### src/rtl/mdio45_pkg.sv
package mdio45_pkg;

    localparam int REG_AW = 4;

    // Register offsets
    localparam logic [REG_AW-1:0] OFS_MGMT = 4'h0;
    localparam logic [REG_AW-1:0] OFS_ADDR = 4'h8;
    localparam logic [REG_AW-1:0] OFS_CFG  = 4'hC;

    // Operation codes in the management register
    localparam logic [2:0] OPC_WRITE = 3'd5;
    localparam logic [2:0] OPC_READ  = 3'd7;

    // Management register field positions
    localparam int F_PORT_LO = 16;
    localparam int F_DEV_LO  = 21;
    localparam int F_OP_LO   = 26;
    localparam int F_RVALID  = 29;
    localparam int F_BUSY    = 30;

    typedef enum logic [1:0] {
        S_IDLE,
        S_ADDR,
        S_DATA
    } seq_state_t;

    // Half of the MDC period, in system clocks, for each divider encoding
    function automatic int half_period(input logic [1:0] sel);
        int h;
        unique case (sel)
            2'd0:    h = 128;
            2'd1:    h = 32;
            2'd2:    h = 16;
            default: h = 4;
        endcase
        return h;
    endfunction

endpackage

### src/rtl/mdio45_clkgen.sv
module mdio45_clkgen
    import mdio45_pkg::*;
#(
    parameter int CNT_W = 8
) (
    input  logic       clk,
    input  logic       rst_n,
    input  logic       run,
    input  logic [1:0] sel,
    output logic       mdc,
    output logic       bit_end,
    output logic       rise_tick
);

    logic [CNT_W-1:0] cnt_q;
    logic [CNT_W-1:0] half_m1;
    logic [CNT_W-1:0] last;

    always_comb begin
        half_m1   = CNT_W'(half_period(sel) - 1);
        last      = CNT_W'(2 * half_period(sel) - 1);
        bit_end   = run && (cnt_q == last);
        rise_tick = run && (cnt_q == half_m1);
    end

    always_ff @(posedge clk or negedge rst_n) begin
        if (!rst_n) begin
            cnt_q <= '0;
            mdc   <= 1'b0;
        end else begin
            if (!run || bit_end) cnt_q <= '0;
            else                 cnt_q <= cnt_q + 1'b1;

            if (!run || bit_end) mdc <= 1'b0;
            else if (rise_tick)  mdc <= 1'b1;
        end
    end

endmodule

### src/rtl/mdio45_shifter.sv
module mdio45_shifter #(
    parameter int FRAME_LEN = 64
) (
    input  logic                 clk,
    input  logic                 rst_n,
    input  logic                 load,
    input  logic [FRAME_LEN-1:0] frame,
    input  logic                 rd_frame,
    input  logic                 bit_end,
    input  logic                 rise_tick,
    input  logic                 mdio_i,
    output logic                 mdio_o,
    output logic                 mdio_oe,
    output logic                 frame_end,
    output logic [15:0]          rx_data,
    output logic                 ta_low
);

    localparam int IDX_W    = $clog2(FRAME_LEN);
    localparam int TA_POS   = FRAME_LEN - 18;
    localparam int DATA_POS = FRAME_LEN - 16;

    logic [FRAME_LEN-1:0] sreg_q;
    logic [IDX_W-1:0]     idx_q;
    logic                 rd_q;

    assign mdio_o    = sreg_q[FRAME_LEN-1];
    assign frame_end = bit_end && (idx_q == IDX_W'(FRAME_LEN - 1));

    always_ff @(posedge clk or negedge rst_n) begin
        if (!rst_n) begin
            sreg_q  <= '1;
            idx_q   <= '0;
            rd_q    <= 1'b0;
            mdio_oe <= 1'b0;
            rx_data <= '0;
            ta_low  <= 1'b0;
        end else begin
            if (load) begin
                sreg_q  <= frame;
                idx_q   <= '0;
                rd_q    <= rd_frame;
                mdio_oe <= 1'b1;
                ta_low  <= 1'b0;
            end else if (bit_end) begin
                sreg_q <= {sreg_q[FRAME_LEN-2:0], 1'b1};
                idx_q  <= idx_q + 1'b1;
                if (frame_end)
                    mdio_oe <= 1'b0;
                else if (rd_q && idx_q == IDX_W'(TA_POS - 1))
                    mdio_oe <= 1'b0;
            end

            if (rise_tick && rd_q && !load) begin
                if (idx_q == IDX_W'(TA_POS + 1))
                    ta_low <= !mdio_i;
                if (idx_q >= IDX_W'(DATA_POS))
                    rx_data <= {rx_data[14:0], mdio_i};
            end
        end
    end

endmodule

### src/rtl/mdio45_master.sv
module mdio45_master
    import mdio45_pkg::*;
#(
    parameter int PRE_LEN = 32,
    parameter int CNT_W   = 8
) (
    input  logic        clk,
    input  logic        rst_n,
    input  logic        reg_we,
    input  logic [3:0]  reg_addr,
    input  logic [31:0] reg_wdata,
    output logic [31:0] reg_rdata,
    output logic        mdc,
    output logic        mdio_o,
    output logic        mdio_oe,
    input  logic        mdio_i
);

    localparam int FRAME_LEN = PRE_LEN + 32;

    seq_state_t state_q, state_d;

    logic [4:0]  port_q, dev_q;
    logic [2:0]  op_q;
    logic [15:0] data_q, addr_q;
    logic [31:0] cfg_q;
    logic [1:0]  ratio_q;
    logic        rvalid_q;

    logic                 busy, wr_mgmt, op_ok, launch;
    logic                 bit_end, rise_tick, frame_end, ta_low;
    logic                 shift_load, rd_frame;
    logic [15:0]          rx_data;
    logic [FRAME_LEN-1:0] shift_frame;

    assign busy    = (state_q != S_IDLE);
    assign wr_mgmt = reg_we && (reg_addr == OFS_MGMT);
    assign op_ok   = (reg_wdata[F_OP_LO+2:F_OP_LO] == OPC_WRITE) ||
                     (reg_wdata[F_OP_LO+2:F_OP_LO] == OPC_READ);
    assign launch  = wr_mgmt && op_ok && !busy;

    // State register
    always_ff @(posedge clk or negedge rst_n) begin
        if (!rst_n) state_q <= S_IDLE;
        else        state_q <= state_d;
    end

    // Next state
    always_comb begin
        state_d = state_q;
        unique case (state_q)
            S_IDLE:  if (launch)    state_d = S_ADDR;
            S_ADDR:  if (frame_end) state_d = S_DATA;
            S_DATA:  if (frame_end) state_d = S_IDLE;
            default:                state_d = S_IDLE;
        endcase
    end

    // Frame selection: the address frame takes its fields straight from the launching write
    always_comb begin
        shift_load = launch || (state_q == S_ADDR && frame_end);
        rd_frame   = !launch && (op_q == OPC_READ);
        if (launch)
            shift_frame = {{PRE_LEN{1'b1}}, 2'b00, 2'b00,
                           reg_wdata[F_PORT_LO+4:F_PORT_LO],
                           reg_wdata[F_DEV_LO+4:F_DEV_LO], 2'b10, addr_q};
        else
            shift_frame = {{PRE_LEN{1'b1}}, 2'b00,
                           (op_q == OPC_READ) ? 2'b11 : 2'b01,
                           port_q, dev_q, 2'b10, data_q};
    end

    // Register file and results
    always_ff @(posedge clk or negedge rst_n) begin
        if (!rst_n) begin
            port_q   <= '0;
            dev_q    <= '0;
            op_q     <= '0;
            data_q   <= '0;
            addr_q   <= '0;
            cfg_q    <= '0;
            ratio_q  <= '0;
            rvalid_q <= 1'b0;
        end else begin
            if (launch) begin
                data_q   <= reg_wdata[15:0];
                port_q   <= reg_wdata[F_PORT_LO+4:F_PORT_LO];
                dev_q    <= reg_wdata[F_DEV_LO+4:F_DEV_LO];
                op_q     <= reg_wdata[F_OP_LO+2:F_OP_LO];
                ratio_q  <= cfg_q[1:0];
                rvalid_q <= 1'b0;
            end else if (state_q == S_DATA && frame_end && op_q == OPC_READ) begin
                data_q   <= rx_data;
                rvalid_q <= ta_low;
            end
            if (reg_we && reg_addr == OFS_ADDR) addr_q <= reg_wdata[15:0];
            if (reg_we && reg_addr == OFS_CFG)  cfg_q  <= reg_wdata;
        end
    end

    // Read mux
    always_comb begin
        unique case (reg_addr)
            OFS_MGMT: reg_rdata = {1'b0, busy, rvalid_q, op_q, dev_q, port_q, data_q};
            OFS_ADDR: reg_rdata = {16'd0, addr_q};
            OFS_CFG:  reg_rdata = cfg_q;
            default:  reg_rdata = '0;
        endcase
    end

    mdio45_clkgen #(.CNT_W(CNT_W)) u_clk (
        .clk       (clk),
        .rst_n     (rst_n),
        .run       (busy),
        .sel       (ratio_q),
        .mdc       (mdc),
        .bit_end   (bit_end),
        .rise_tick (rise_tick)
    );

    mdio45_shifter #(.FRAME_LEN(FRAME_LEN)) u_shift (
        .clk       (clk),
        .rst_n     (rst_n),
        .load      (shift_load),
        .frame     (shift_frame),
        .rd_frame  (rd_frame),
        .bit_end   (bit_end),
        .rise_tick (rise_tick),
        .mdio_i    (mdio_i),
        .mdio_o    (mdio_o),
        .mdio_oe   (mdio_oe),
        .frame_end (frame_end),
        .rx_data   (rx_data),
        .ta_low    (ta_low)
    );

    p_launch_busy_r3: assert property (@(posedge clk) disable iff (!rst_n)
        launch |=> busy);

    p_addr_drive_r4: assert property (@(posedge clk) disable iff (!rst_n)
        (state_q == S_ADDR) |-> mdio_oe);

    p_rvalid_clear_r7: assert property (@(posedge clk) disable iff (!rst_n)
        launch |=> !rvalid_q);

    p_idle_mdc_low_r8: assert property (@(posedge clk) disable iff (!rst_n)
        !busy |-> !mdc);

    p_ignore_busy_r10: assert property (@(posedge clk) disable iff (!rst_n)
        (busy && wr_mgmt) |=> ($stable(port_q) && $stable(dev_q) && $stable(op_q)));

    p_ratio_hold_r11: assert property (@(posedge clk) disable iff (!rst_n)
        (busy && $past(busy)) |-> $stable(ratio_q));

endmodule

### config.mk
export PLATFORM = sky130hd
export DESIGN_NAME = mdio45_master
export DESIGN_NICKNAME = d
export VERILOG_FILES = /design/src/rtl/mdio45_pkg.sv /design/src/rtl/mdio45_clkgen.sv /design/src/rtl/mdio45_shifter.sv /design/src/rtl/mdio45_master.sv
export SDC_FILE = /design/constraint.sdc
export NUM_CORES = 1
export LEC_CHECK = 0
export ABC_AREA = 1
export BUFFER_PORTS_ARGS = -buffer_cell sky130_fd_sc_hd__buf_2
export CAP_MARGIN = 5
export CORE_UTILIZATION = 40
export DETAILED_ROUTE_END_ITERATION = 8
export GPL_ROUTABILITY_DRIVEN = 0
export SYNTH_ARGS = -nofsm -noshare
export SYNTH_HDL_FRONTEND = slang
export SYNTH_SLANG_ARGS = --single-unit
### constraint.sdc
create_clock -name clk -period 4.8 [get_ports clk]
set_input_delay 0 -clock clk [delete_from_list [all_inputs] [get_ports clk]]
set_output_delay 0 -clock clk [all_outputs]
set_load 0.1 [all_outputs]
==> metrics.md <==
| Metric | Value |
|---|---|
| Status | `finished, final reports clean` |
| Slew headroom | `between 30% and 40%` |
| Minimum clock period | `3040 ps` |
| Port bufs | `74` |
| Hold Crit Class | `in -> async` |
| Die area | `approximately 22000 sq um` |
| Critical-path cell list | `ha_1, nand2_1, clkinv_1, nand2_1, nor2_1, nand3_1, nor2_4, nand2_4, inv_2, o21ai_0, nand2_1, nand2_1` |
| Worst setup SP type | `register` |
| Post-Syn Area | `~8600 sq um` |
| Syn nets | `1116` |
| Antenna Cells | `0` |
| Commonest cells after routing, fill and taps aside | `nand2_1, o21ai_0, dfrtp_1` |
| Worst R2R Start | `u_clk.cnt_q[0]` |
| Crit path from | `u_clk.cnt_q[0]` |
| Final nets | `1196` |
| Worst Path Required | `5090 ps` |
| Drt first pass iters | `5` |
| Multi-input combinational cell area | `3360 sq um` |
| Antenna violations before repair | `0` |
| Max-slew violation count | `0` |
| Yosys top cell area share | `between 30 and 40%` |
| Post-synth top area cell | `dfrtp_1` |
| Fin crit share | `63.2%` |
| Synth cell types | `35` |
| TritonCTS clock tree | `built` |
| Synth-to-Final Area Change | `17.2%` |
| Yosys warns | `0` |
| Crit Path Max Fanout | `69` |
| Cts bufs inserted | `17` |
| Synthesized flop and latch total | `between 150 and 200` |
| Top post-synthesis cells by area | `dfrtp_1, dfstp_2, nand2_1, o21ai_0, nor2_1` |
| Overall Power | `about 3.4 mW` |
| WP data arrival | `3320 ps` |
| FP Rows | `53` |
| Final hold vios | `0` |
| Total number of vias | `6961` |
| CP Capture Type | `register` |
| I/O Pins | `75` |
| Synth Area per Inst | `8.00 sq um` |
| Crit path top cell by count | `nand2_1` |
| Register Area | `4580 sq um` |
| Clock root cell | `clkbuf_16` |
| DRT antenna net count | `0` |
| Leading cell type in the layout, fill and taps excluded | `nand2_1` |
| Routed len/inst | `13.7 um` |
| Clock sink count | `180` |
| Min Hold Slack | `197 ps` |
| Floorplan core area | `around 21000 sq um` |
| Static Leak | `around 5 nW` |
| Largest delay share family, worst path | `simple AND/OR/NAND/NOR gates` |
| Initial Util | `around 40%` |
| Largest net degree at the start of global routing | `90` |
| Initial drt markers | `405` |
| Mapped Cells | `1073` |
| Setup ws final | `around 1800 ps` |
| CTS H-tree depth | `4` |
| Largest stage delay, worst path | `860 ps` |
| Total GRT Usage | `19.0%` |
| RSZ-0062 raised after global routing | `false` |
| Routed wire length | `between 15000 and 20000 um` |
| Die Ht | `148 um` |
| Residual DRC | `0` |
| CTS max path bufs | `2` |
| Final cell count without fillers | `~1400` |
| Post-Route Setup TNS | `0 ps` |
| Util after Layout | `between 40 and 50%` |
| Final setup viols | `0` |
| DP Wirelength | `~12000 um` |
| Clock Skew | `around 11 ps` |
| Clock slew at reported path FFs | `about 70 ps` |
| Register area share after synthesis | `53.4%` |
| CP Buf/Inv Count | `2` |
| DP Cell Count | `around 1400` |
| DP Area | `9080 sq um` |
| Share of cells above drive strength 1 | `17.2%` |
| Clock latency on the worst-skew pair | `440 ps` |
| Max VDD drop | `0.243 mV` |
| Max-Cap Viols | `0` |
| Pre-CTS setup slack | `1810 ps` |
| Pwr/cell area | `340 nW/um^2` |
| Vias in the first global route | `6617` |
| First-pass GRT wire length | `between 30000 and 40000 um` |
| Crit path kind | `reg -> reg` |
| Slew @ Worst Pin | `1000 ps` |
| Crit-path slowest cell | `inv_2` |
| Post-route cell area | `10100 sq um` |
| Filler Cell Count | `2073` |
| Die X | `148 um` |
| Drt via density | `between 4 and 5` |
| Fmax | `roughly 330 MHz` |
| Global route overflow | `0` |
per-layer routing:
layer,GRT usage [%],vias up,share of wire [%]
met3,3.13,24,3.1
li1,-,3536,-
met4,6.34,0,1.7
met5,0,-,0
met1,25.9,3274,48
met2,30.6,127,47
worst paths after layout:
| kind | to | slack (ps) | cells past startpoint |
|---|---|---|---|
| min reg2reg | op_q[2] | 460 | 2 |
| max reg2reg | u_shift.mdio_oe | 1760 | 12 |
| max | u_shift.mdio_oe | 1760 | 12 |
| min | port_q[1] | 200 | 2 |
| max in group asynchronous | data_q[3] | 3420 | 3 |
| min in group clk | u_shift.ta_low | 270 | 6 |
sequential cells by signal (all words and copies together), names as in the netlist:
register         flops
rvalid_q             1
addr_q              16
state_q              2
u_shift.rd_q         1
u_clk.mdc            1
u_shift.ta_low       1
u_clk.cnt_q          8
data_q              16
dev_q                5
cfg_q               32
u_shift.rx_data     16
ratio_q              2
u_shift.sreg_q      64
port_q               5
u_shift.mdio_oe      1
u_shift.idx_q        6
op_q                 3
layout make-up:
cell class                 count  share of cell area [%]
clock buffer                  22                    4.94
sequential                   180                    45.6
inverter                      99                    3.69
tap                          275                    3.42
clock inverter                10                    1.42
timing repair buffer         114                    7.57
multi-input combinational    741                    33.4
synth_stat cells, drive strengths merged:
cell / n
a21oi: 9
a22o: 11
buf: 25
clkbuf: 28
clkinv: 2
dfrtp: 116
dfstp: 64
ha: 3
inv: 97
mux2: 4
nand2: 389
nand3: 53
nand4: 4
nor2: 106
nor3: 6
nor4: 2
o211ai: 17
o21ai: 127
o221ai: 2
or2: 1
xnor2: 2
xor2: 5
where the power goes:
part           internal [mW]  total [mW]  switching [mW]
Combinational         0.0847       0.263           0.178
Clock                  0.900        1.51           0.608
Sequential              1.61        1.65          0.0464
cells by family (layout without fill, tap and decap cells):
logic type | after synthesis | in the layout | synth area share, %
muxes | 4 | 4 | 0.525
AOI/OAI and AO/OA | 166 | 166 | 10.7
buffers and inverters | 152 | 245 | 7.49
xor gates and xnor gates | 7 | 7 | 0.714
and+or+nand+nor | 561 | 561 | 26.7
DFF | 180 | 180 | 53.4
adders and majority gates | 3 | 3 | 0.437
what timing repair did:
item / CTS / global route
setup buffers: 0 / 0
endpoints found under the hold margin: 139 / 0
setup endpoints to repair: 0 / 0
gates resized for setup: 0 / 0
hold buffers: 34 / 0
(Power assumes the default switching activity.)
